<file path="src/rtl/muldiv_pkg.sv">
package muldiv_pkg;
  localparam int XLEN = 64;
  localparam int HLEN = XLEN / 2;

  typedef enum logic [2:0] {
    OP_MUL_S32 = 3'd0,
    OP_MUL_U32 = 3'd1,
    OP_MUL_S64 = 3'd2,
    OP_MUL_U64 = 3'd3,
    OP_DIV_S32 = 3'd4,
    OP_DIV_U32 = 3'd5,
    OP_DIV_S64 = 3'd6,
    OP_DIV_U64 = 3'd7
  } md_op_e;

  function automatic logic op_is_div(input logic [2:0] op);
    return op[2];
  endfunction

  function automatic logic op_is_wide(input logic [2:0] op);
    return op[1];
  endfunction

  function automatic logic op_is_signed(input logic [2:0] op);
    return ~op[0];
  endfunction
endpackage

</file>
<file path="src/rtl/muldiv_seq.sv">
module muldiv_seq #(
  parameter int LAT_M32 = 8,
  parameter int LAT_M64 = 12,
  parameter int LAT_D32 = 36,
  parameter int LAT_D64 = 68
) (
  input  logic       clk,
  input  logic       rst_n,
  input  logic       start_i,
  input  logic [2:0] op_i,
  output logic       busy_o,
  output logic       done_o,
  output logic       accept_o
);
  localparam int LAT_A   = (LAT_M32 > LAT_M64) ? LAT_M32 : LAT_M64;
  localparam int LAT_B   = (LAT_D32 > LAT_D64) ? LAT_D32 : LAT_D64;
  localparam int LAT_MAX = (LAT_A > LAT_B) ? LAT_A : LAT_B;
  localparam int CW      = $clog2(LAT_MAX + 1);

  logic          busy_q, busy_d;
  logic [CW-1:0] cnt_q, cnt_d;
  logic [CW-1:0] lat_m1;

  always_comb begin
    unique case ({op_i[2], op_i[1]})
      2'b00:   lat_m1 = CW'(LAT_M32 - 1);
      2'b01:   lat_m1 = CW'(LAT_M64 - 1);
      2'b10:   lat_m1 = CW'(LAT_D32 - 1);
      default: lat_m1 = CW'(LAT_D64 - 1);
    endcase
  end

  assign done_o   = busy_q && (cnt_q == '0);
  assign accept_o = start_i && (!busy_q || done_o);
  assign busy_o   = busy_q;

  always_comb begin
    busy_d = busy_q;
    cnt_d  = cnt_q;
    if (accept_o) begin
      busy_d = 1'b1;
      cnt_d  = lat_m1;
    end else if (done_o) begin
      busy_d = 1'b0;
    end else if (busy_q) begin
      cnt_d = cnt_q - 1'b1;
    end
  end

  always_ff @(posedge clk or negedge rst_n) begin
    if (!rst_n) begin
      busy_q <= 1'b0;
      cnt_q  <= '0;
    end else begin
      busy_q <= busy_d;
      cnt_q  <= cnt_d;
    end
  end

  AST_ACCEPT_GOES_BUSY: assert property (@(posedge clk) disable iff (!rst_n)
    accept_o |=> busy_o);
  AST_FINISH_IDLES: assert property (@(posedge clk) disable iff (!rst_n)
    (done_o && !start_i) |=> !busy_o);
endmodule

</file>
<file path="src/rtl/muldiv_mul.sv">
module muldiv_mul #(
  parameter int XLEN      = 64,
  parameter int STEP_BITS = 8
) (
  input  logic              clk,
  input  logic              rst_n,
  input  logic              load_i,
  input  logic [XLEN-1:0]   mcand_i,
  input  logic [XLEN-1:0]   mplier_i,
  output logic [2*XLEN-1:0] prod_o,
  output logic              idle_o
);
  localparam int PW = 2 * XLEN;

  logic [PW-1:0]   acc_q, acc_d;
  logic [PW-1:0]   mc_q, mc_d;
  logic [XLEN-1:0] mp_q, mp_d;
  logic [PW-1:0]   partial;
  logic            en;

  assign idle_o  = (mp_q == '0);
  assign en      = load_i || !idle_o;
  assign partial = mc_q * {{(PW-STEP_BITS){1'b0}}, mp_q[STEP_BITS-1:0]};

  always_comb begin
    if (load_i) begin
      acc_d = '0;
      mc_d  = {{XLEN{1'b0}}, mcand_i};
      mp_d  = mplier_i;
    end else begin
      acc_d = acc_q + partial;
      mc_d  = mc_q << STEP_BITS;
      mp_d  = mp_q >> STEP_BITS;
    end
  end

  always_ff @(posedge clk or negedge rst_n) begin
    if (!rst_n) begin
      acc_q <= '0;
      mc_q  <= '0;
      mp_q  <= '0;
    end else if (en) begin
      acc_q <= acc_d;
      mc_q  <= mc_d;
      mp_q  <= mp_d;
    end
  end

  assign prod_o = acc_q;
endmodule

</file>
<file path="src/rtl/muldiv_div.sv">
module muldiv_div #(
  parameter int XLEN = 64
) (
  input  logic            clk,
  input  logic            rst_n,
  input  logic            load_i,
  input  logic            wide_i,
  input  logic [XLEN-1:0] dvd_i,
  input  logic [XLEN-1:0] dvs_i,
  output logic [XLEN-1:0] quo_o,
  output logic [XLEN-1:0] rem_o,
  output logic            idle_o
);
  localparam int HLEN = XLEN / 2;
  localparam int SW   = $clog2(XLEN + 1);

  logic [XLEN-1:0] rem_q, rem_d;
  logic [XLEN-1:0] quo_q, quo_d;
  logic [XLEN-1:0] dvs_q, dvs_d;
  logic [SW-1:0]   steps_q, steps_d;
  logic [XLEN:0]   shifted, trial;
  logic            en;

  assign idle_o  = (steps_q == '0);
  assign en      = load_i || !idle_o;
  assign shifted = {rem_q, quo_q[XLEN-1]};
  assign trial   = shifted - {1'b0, dvs_q};

  always_comb begin
    if (load_i) begin
      rem_d   = '0;
      quo_d   = wide_i ? dvd_i : {dvd_i[HLEN-1:0], {HLEN{1'b0}}};
      dvs_d   = dvs_i;
      steps_d = wide_i ? SW'(XLEN) : SW'(HLEN);
    end else begin
      dvs_d   = dvs_q;
      steps_d = steps_q - 1'b1;
      if (!trial[XLEN]) begin
        rem_d = trial[XLEN-1:0];
        quo_d = {quo_q[XLEN-2:0], 1'b1};
      end else begin
        rem_d = shifted[XLEN-1:0];
        quo_d = {quo_q[XLEN-2:0], 1'b0};
      end
    end
  end

  always_ff @(posedge clk or negedge rst_n) begin
    if (!rst_n) begin
      rem_q   <= '0;
      quo_q   <= '0;
      dvs_q   <= '0;
      steps_q <= '0;
    end else if (en) begin
      rem_q   <= rem_d;
      quo_q   <= quo_d;
      dvs_q   <= dvs_d;
      steps_q <= steps_d;
    end
  end

  assign quo_o = quo_q;
  assign rem_o = rem_q;
endmodule

</file>
<file path="src/rtl/muldiv_hilo.sv">
module muldiv_hilo #(
  parameter int XLEN = 64
) (
  input  logic            clk,
  input  logic            rst_n,
  input  logic            res_we_i,
  input  logic [XLEN-1:0] res_hi_i,
  input  logic [XLEN-1:0] res_lo_i,
  input  logic            mv_hi_we_i,
  input  logic            mv_lo_we_i,
  input  logic [XLEN-1:0] mv_data_i,
  output logic [XLEN-1:0] hi_o,
  output logic [XLEN-1:0] lo_o
);
  logic [XLEN-1:0] hi_q, hi_d, lo_q, lo_d;

  always_comb begin
    hi_d = hi_q;
    lo_d = lo_q;
    if (res_we_i) begin
      hi_d = res_hi_i;
      lo_d = res_lo_i;
    end else begin
      if (mv_hi_we_i) hi_d = mv_data_i;
      if (mv_lo_we_i) lo_d = mv_data_i;
    end
  end

  always_ff @(posedge clk or negedge rst_n) begin
    if (!rst_n) begin
      hi_q <= '0;
      lo_q <= '0;
    end else begin
      hi_q <= hi_d;
      lo_q <= lo_d;
    end
  end

  assign hi_o = hi_q;
  assign lo_o = lo_q;

  AST_HI_HOLDS: assert property (@(posedge clk) disable iff (!rst_n)
    (!res_we_i && !mv_hi_we_i) |=> $stable(hi_o));
  AST_RESULT_BEATS_MOVE: assert property (@(posedge clk) disable iff (!rst_n)
    (res_we_i && mv_lo_we_i) |=> (lo_o == $past(res_lo_i)));
endmodule

</file>
<file path="src/rtl/muldiv_unit.sv">
module muldiv_unit #(
  parameter int XLEN      = 64,
  parameter int MUL_STEP  = 8,
  parameter int LAT_M32   = 8,
  parameter int LAT_M64   = 12,
  parameter int LAT_D32   = 36,
  parameter int LAT_D64   = 68
) (
  input  logic            clk,
  input  logic            rst_n,
  input  logic            start_i,
  input  logic [2:0]      op_i,
  input  logic [XLEN-1:0] opa_i,
  input  logic [XLEN-1:0] opb_i,
  output logic            busy_o,
  input  logic            rd_req_i,
  output logic            stall_o,
  output logic [XLEN-1:0] hi_o,
  output logic [XLEN-1:0] lo_o,
  input  logic            mthi_i,
  input  logic            mtlo_i,
  input  logic [XLEN-1:0] mt_data_i
);
  import muldiv_pkg::*;

  localparam int HW = XLEN / 2;

  logic            accept, done;
  logic            sgn, wide;
  logic [XLEN-1:0] a_ext, b_ext, a_mag, b_mag;
  logic            a_neg, b_neg;

  // captured context of the running operation
  logic            is_div_q, wide_q, a_neg_q, b_neg_q, b_zero_q;
  logic [XLEN-1:0] a_ext_q;

  logic [2*XLEN-1:0] prod, sprod;
  logic              mul_idle, div_idle;
  logic [XLEN-1:0]   quo, rem, sq, sr;
  logic [XLEN-1:0]   res_hi, res_lo;

  assign sgn  = op_is_signed(op_i);
  assign wide = op_is_wide(op_i);

  always_comb begin
    if (wide) begin
      a_ext = opa_i;
      b_ext = opb_i;
    end else begin
      a_ext = {{(XLEN-HW){sgn & opa_i[HW-1]}}, opa_i[HW-1:0]};
      b_ext = {{(XLEN-HW){sgn & opb_i[HW-1]}}, opb_i[HW-1:0]};
    end
    a_neg = sgn & a_ext[XLEN-1];
    b_neg = sgn & b_ext[XLEN-1];
    a_mag = a_neg ? (~a_ext + 1'b1) : a_ext;
    b_mag = b_neg ? (~b_ext + 1'b1) : b_ext;
  end

  muldiv_seq #(
    .LAT_M32(LAT_M32), .LAT_M64(LAT_M64), .LAT_D32(LAT_D32), .LAT_D64(LAT_D64)
  ) u_seq (
    .clk(clk), .rst_n(rst_n), .start_i(start_i), .op_i(op_i),
    .busy_o(busy_o), .done_o(done), .accept_o(accept)
  );

  always_ff @(posedge clk or negedge rst_n) begin
    if (!rst_n) begin
      is_div_q <= 1'b0;
      wide_q   <= 1'b0;
      a_neg_q  <= 1'b0;
      b_neg_q  <= 1'b0;
      b_zero_q <= 1'b0;
      a_ext_q  <= '0;
    end else if (accept) begin
      is_div_q <= op_is_div(op_i);
      wide_q   <= wide;
      a_neg_q  <= a_neg;
      b_neg_q  <= b_neg;
      b_zero_q <= (b_ext == '0);
      a_ext_q  <= a_ext;
    end
  end

  muldiv_mul #(.XLEN(XLEN), .STEP_BITS(MUL_STEP)) u_mul (
    .clk(clk), .rst_n(rst_n), .load_i(accept),
    .mcand_i(a_mag), .mplier_i(b_mag), .prod_o(prod), .idle_o(mul_idle)
  );

  muldiv_div #(.XLEN(XLEN)) u_div (
    .clk(clk), .rst_n(rst_n), .load_i(accept), .wide_i(wide),
    .dvd_i(a_mag), .dvs_i(b_mag), .quo_o(quo), .rem_o(rem), .idle_o(div_idle)
  );

  // sign restoration and result formatting
  always_comb begin
    sprod = (a_neg_q ^ b_neg_q) ? (~prod + 1'b1) : prod;
    sq    = (a_neg_q ^ b_neg_q) ? (~quo + 1'b1) : quo;
    sr    = a_neg_q ? (~rem + 1'b1) : rem;
    if (b_zero_q) begin
      sq = '1;
      sr = a_ext_q;
    end
    if (!is_div_q) begin
      if (wide_q) begin
        res_hi = sprod[2*XLEN-1:XLEN];
        res_lo = sprod[XLEN-1:0];
      end else begin
        res_hi = {{(XLEN-HW){sprod[2*HW-1]}}, sprod[2*HW-1:HW]};
        res_lo = {{(XLEN-HW){sprod[HW-1]}}, sprod[HW-1:0]};
      end
    end else begin
      if (wide_q) begin
        res_hi = sr;
        res_lo = sq;
      end else begin
        res_hi = {{(XLEN-HW){sr[HW-1]}}, sr[HW-1:0]};
        res_lo = {{(XLEN-HW){sq[HW-1]}}, sq[HW-1:0]};
      end
    end
  end

  muldiv_hilo #(.XLEN(XLEN)) u_hilo (
    .clk(clk), .rst_n(rst_n), .res_we_i(done),
    .res_hi_i(res_hi), .res_lo_i(res_lo),
    .mv_hi_we_i(mthi_i), .mv_lo_we_i(mtlo_i), .mv_data_i(mt_data_i),
    .hi_o(hi_o), .lo_o(lo_o)
  );

  assign stall_o = busy_o && (rd_req_i || (start_i && !done));

  AST_STALL_ONLY_BUSY: assert property (@(posedge clk) disable iff (!rst_n)
    stall_o |-> busy_o);
  AST_EARLY_READ_STALLS: assert property (@(posedge clk) disable iff (!rst_n)
    (rd_req_i && busy_o) |-> stall_o);
  AST_DIV_STEPS_FIT: assert property (@(posedge clk) disable iff (!rst_n)
    (done && is_div_q) |-> div_idle);
  AST_MUL_STEPS_FIT: assert property (@(posedge clk) disable iff (!rst_n)
    (done && !is_div_q) |-> mul_idle);
endmodule

</file>
<file path="config.mk">
export PLATFORM = sky130hd
export DESIGN_NAME = muldiv_unit
export DESIGN_NICKNAME = d
export VERILOG_FILES = /design/src/rtl/muldiv_pkg.sv /design/src/rtl/muldiv_seq.sv /design/src/rtl/muldiv_mul.sv /design/src/rtl/muldiv_div.sv /design/src/rtl/muldiv_hilo.sv /design/src/rtl/muldiv_unit.sv
export SDC_FILE = /design/constraint.sdc
export NUM_CORES = 2
export LEC_CHECK = 0
export BUFFER_PORTS_ARGS = -buffer_cell sky130_fd_sc_hd__buf_2
export CAP_MARGIN = 25
export CELL_PAD_IN_SITES_DETAIL_PLACEMENT = 1
export CELL_PAD_IN_SITES_GLOBAL_PLACEMENT = 2
export CORE_MARGIN = 1.5
export CORE_UTILIZATION = 43
export CTS_CLUSTER_SIZE = 24
export DETAILED_ROUTE_END_ITERATION = 8
export GPL_ROUTABILITY_DRIVEN = 0
export PLACE_DENSITY_LB_ADDON = 0.25
export SKIP_LAST_GASP = 1
export SYNTH_ARGS = -nofsm -noshare
export SYNTH_HDL_FRONTEND = slang
export SYNTH_HIERARCHICAL = 1
export SYNTH_SLANG_ARGS = --single-unit
</file>
<file path="constraint.sdc">
create_clock -name clk -period 10.3 [get_ports clk]
set_clock_uncertainty 0.15 [all_clocks]
set_input_delay 2.575 -clock clk [delete_from_list [all_inputs] [get_ports clk]]
set_output_delay 2.575 -clock clk [all_outputs]
set_load 0.05 [all_outputs]
</file>
==> run summary <==
Cts bufs inserted: 93
Cell area after layout: 0.08958 mm^2
Sw Share: 57.90%
Initial DRC Count: 6207
Max Fclk: 0.1231 GHz
CP Cell Sequence: buf_4, buf_4, and2_1, fa_1, fa_1, fa_1, inv_1, fa_1, inv_1, ha_1, nand4_1, nor3_1, nand2_1, nor2_1, a221oi_1, o221a_2, nand3_1, and3_1, nor3_1, o31a_1, o21ai_1, xnor2_1, o21ai_0
Largest area contributor in the netlist: dfrtp_1
Share of the synthesized area in the top cell type: 21.81%
CTS tree: done
Slowest stage delay, CP: 940 ps
Final setup violation count: 0
Die width: 442.5 um
Startpoint Class: register
Total Wirelength: 357.1 mm
RR Endpoint: u_mul/prod_o[126]
Dominant synthesized flop cell: dfrtp_1
Crit Path Class: register to register
Setup repair bufs after CTS: 0
Combinational fraction of design power: 65.4%
Placement-stage cell area: 0.08610 mm^2
Slowest-stage cell, CP: dfrtp_2
Total global routing overflow: 0
Placed Cells: 12230
Sequential-to-total area share from yosys stat: 21.81%
Internal: 12.44 mW
Largest net degree at the start of global routing: 177
Post-CTS Hold Fix Bufs: 0
Fin crit period: 8121 ps
Root Buffer: clkbuf_16
NetSw: 17.11 mW
Worst reg-to-reg setup slack: 2180 ps
H-Tree Depth: 3
Fin cells: 12410
CP dominant cell by count: fa_1
Worst-path maximum fanout: 38
Destination of the worst hold path: a_ext_q[17]
First-pass GRT wire length: 530.9 mm
Avg WL per Cell: 28.77 um
EDFF count, synth: 0
Initial antenna violation count: 16
Length in cells of the worst reg-to-reg path: 23
Async SR Flop Fraction: 100.0%
CTS clk-pin slew, worst paths: 60 ps
Syn Nets: 11200
Ranking of synthesized cells by area: dfrtp_1 (22%), fa_1 (21%), nand2_1 (6.2%)
Crit path arrival time: 8610 ps
Synthesized instance count: 9930
Buffers on Ports: 330
Layout fillers: 22830
Die H: 442.5 um
Cell area after synthesis: 0.08307 mm^2
DP HPWL: 280.2 mm
Status: complete, no violations
Max Cap Viol: 0
PwrDens: 329.9 mW/mm^2
Synth cell count leaders: nand2_1 (1367), inv_1 (1164), fa_1 (859), and2_1 (742), dfrtp_1 (724)
Post-CTS sizing: 0
Via count of the routed design: 74820
Longest Clk Path Bufs: 3
VDD IR-drop max: 0.3217 mV
Storage cell area: 0.01815 mm^2
Final antenna-violating net count: 0
Worst Tran Pin Value: 1344 ps
Reg2reg start: u_mul/mp_q[4]
All-Layer GR Usage: 36.13%
Synth warn: 6
Slew headroom: 10.42%
# DRC: 0
Via density: 6.028
Core area: 0.1922 mm^2
Min-Delay Path Depth: 1
Clk network pwr share: 12.6%
Clock insertion delay at the later pin of the skew report: 780 ps
Max Slew Vio Count: 0
Layout cells sized above 1: 8.563%
Setup TNS: 0 ps
HP Class: register to register
Boundary Pins: 331
Worst Path Required: 10790 ps
Fin. Hold Viols: 0
Leakage: 41.79 nW
Area grow syn2layout: 7.837%
Post-Syn Area per Cell: 8.365 um^2
Top-count cell post-synth: nand2_1
Yosys reg bits: 724
Fin nets: 11080
CTS Sinks: 724
Multi-input gate area: 0.05777 mm^2
TritonRoute pass-1 iters: 8
Vias in the first global route: 79050
Post-synthesis cell type count: 125
Die area: 0.1958 mm^2
RSZ-0062 raised after global routing: false
Row Count: 161
Final period util: 78.85%
Critical hold path startpoint: a_ext_q[17]
Critical path capture point type: register
Initial core utilization: 43.22%
Sequential power share: 22.0%
==> worst max path at each step <==
stage / from / end / slack [ps] / cells after the start
floorplan: u_mul/mp_q[1] / u_mul/prod_o[121] / 3890 / 26
global placement: u_mul/mp_q[4] / u_mul/prod_o[126] / 2420 / 22
detailed placement: u_mul/mp_q[4] / u_mul/prod_o[126] / 2300 / 22
CTS: u_mul/mp_q[4] / u_mul/prod_o[126] / 2250 / 22
global route: u_mul/mp_q[4] / u_mul/prod_o[126] / 1860 / 22
finish: u_mul/mp_q[4] / u_mul/prod_o[126] / 2180 / 23
==> cell families (layout without fill, tap and decap cells) <==
kind of cell	after synthesis	count (layout)	share of synthesized area [%]
mux	391	391	4.874
compound gates	2025	2025	15.15
fa+ha+maj	1069	1069	23.87
simple gates	3367	3367	20.11
buf+inv	1836	1786	8.729
other cells	0	6	0
flops	724	724	21.81
xor+xnor	518	518	5.462
==> state kept, by name, indices dropped and copies added (netlist names) <==
signal,count
u_mul/mc_q,128
u_mul/prod_o,128
a_ext_q,64
u_div/dvs_q,64
u_div/quo_o,64
u_div/rem_o,64
u_hilo/hi_o,64
u_hilo/lo_o,64
u_mul/mp_q,64
u_div/steps_q,7
u_seq/cnt_q,7
a_neg_q,1
b_neg_q,1
b_zero_q,1
is_div_q,1
u_seq/busy_o,1
wide_q,1
==> metrics by stage <==
stage               power, mW  hold WS (ps)  utilization [%]  setup slack (ps)
finish                  29.55         362.1            46.61              2179
global route            31.14         376.0            46.61              1863
CTS                     29.11         363.9            46.57              2248
detailed placement      25.26         349.9            44.80              2303
global placement        24.77         338.8            44.80              2418
floorplan               17.74         319.5                -              3887
==> power groups by stage <==
stage	Clock (mW)	Sequential, mW	Combinational, mW
2_1_floorplan	0	5.44	12.3
3_3_place_gp	0	6.39	18.4
5_1_grt	3.86	6.60	20.7
3_5_place_dp	0	6.44	18.8
6_report	3.71	6.51	19.3
4_1_cts	3.77	6.40	18.9
==> routing by layer <==
layer / wire length [um] / up-vias / share of wire (%) / global-route usage [%]
met3: 23750 / 813 / 6.7 / 5.831
met1: 141100 / 38790 / 40 / 45.38
li1: - / 32520 / - / -
met4: 28790 / 16 / 8.1 / 24.33
met5: 122 / - / 0.034 / 0
met2: 163300 / 2682 / 46 / 57.36
==> critical path: cells and delay by family (launching register included) <==
kind	cells	cell delay, ps
DFF	1	940
xor gates and xnor gates	1	150
buffers and inverters	4	940
and+or+nand+nor	8	1600
AOI/OAI and AO/OA	5	1760
adders and majority gates	5	2380
==> layout make-up <==
type	count	share of cell area (%)
Antenna cell	6	0.01676
Clock inverter	44	0.7766
Tap cell	2526	3.528
Clock buffer	126	3.020
Timing Repair Buffer	450	3.018
Inverter	1166	4.892
Sequential cell	724	20.26
Multi-Input combinational cell	7370	64.49
==> cells in the final DEF, fill, tap and decap left out, types with 38 or more instances in the layout <==
cell | Yosys | routed
nand4_1 | 115 | 115
buf_2 | 59 | 327
inv_1 | 1164 | 1164
or3_1 | 64 | 64
clkbuf_16 | 0 | 96
nor4_1 | 97 | 97
xnor2_1 | 315 | 314
nand2b_1 | 38 | 38
a211oi_1 | 58 | 58
nand2_1 | 1367 | 1367
a221oi_1 | 41 | 41
fa_1 | 859 | 859
mux2_2 | 103 | 103
buf_4 | 1 | 110
nand3_1 | 86 | 86
a31oi_1 | 86 | 86
and2_1 | 742 | 742
ha_1 | 210 | 210
mux2i_1 | 286 | 286
o41ai_1 | 42 | 42
a21oi_1 | 629 | 627
o21ai_1 | 137 | 139
a21o_1 | 102 | 102
or4_1 | 41 | 40
o21bai_1 | 47 | 47
o21ai_0 | 474 | 472
xor2_1 | 203 | 202
and3_1 | 67 | 67
a311oi_1 | 44 | 44
a22oi_1 | 39 | 39
o31ai_1 | 63 | 63
dfrtp_1 | 724 | 712
nor3_1 | 144 | 144
nor2_1 | 440 | 434
(Power assumes the default switching activity.)
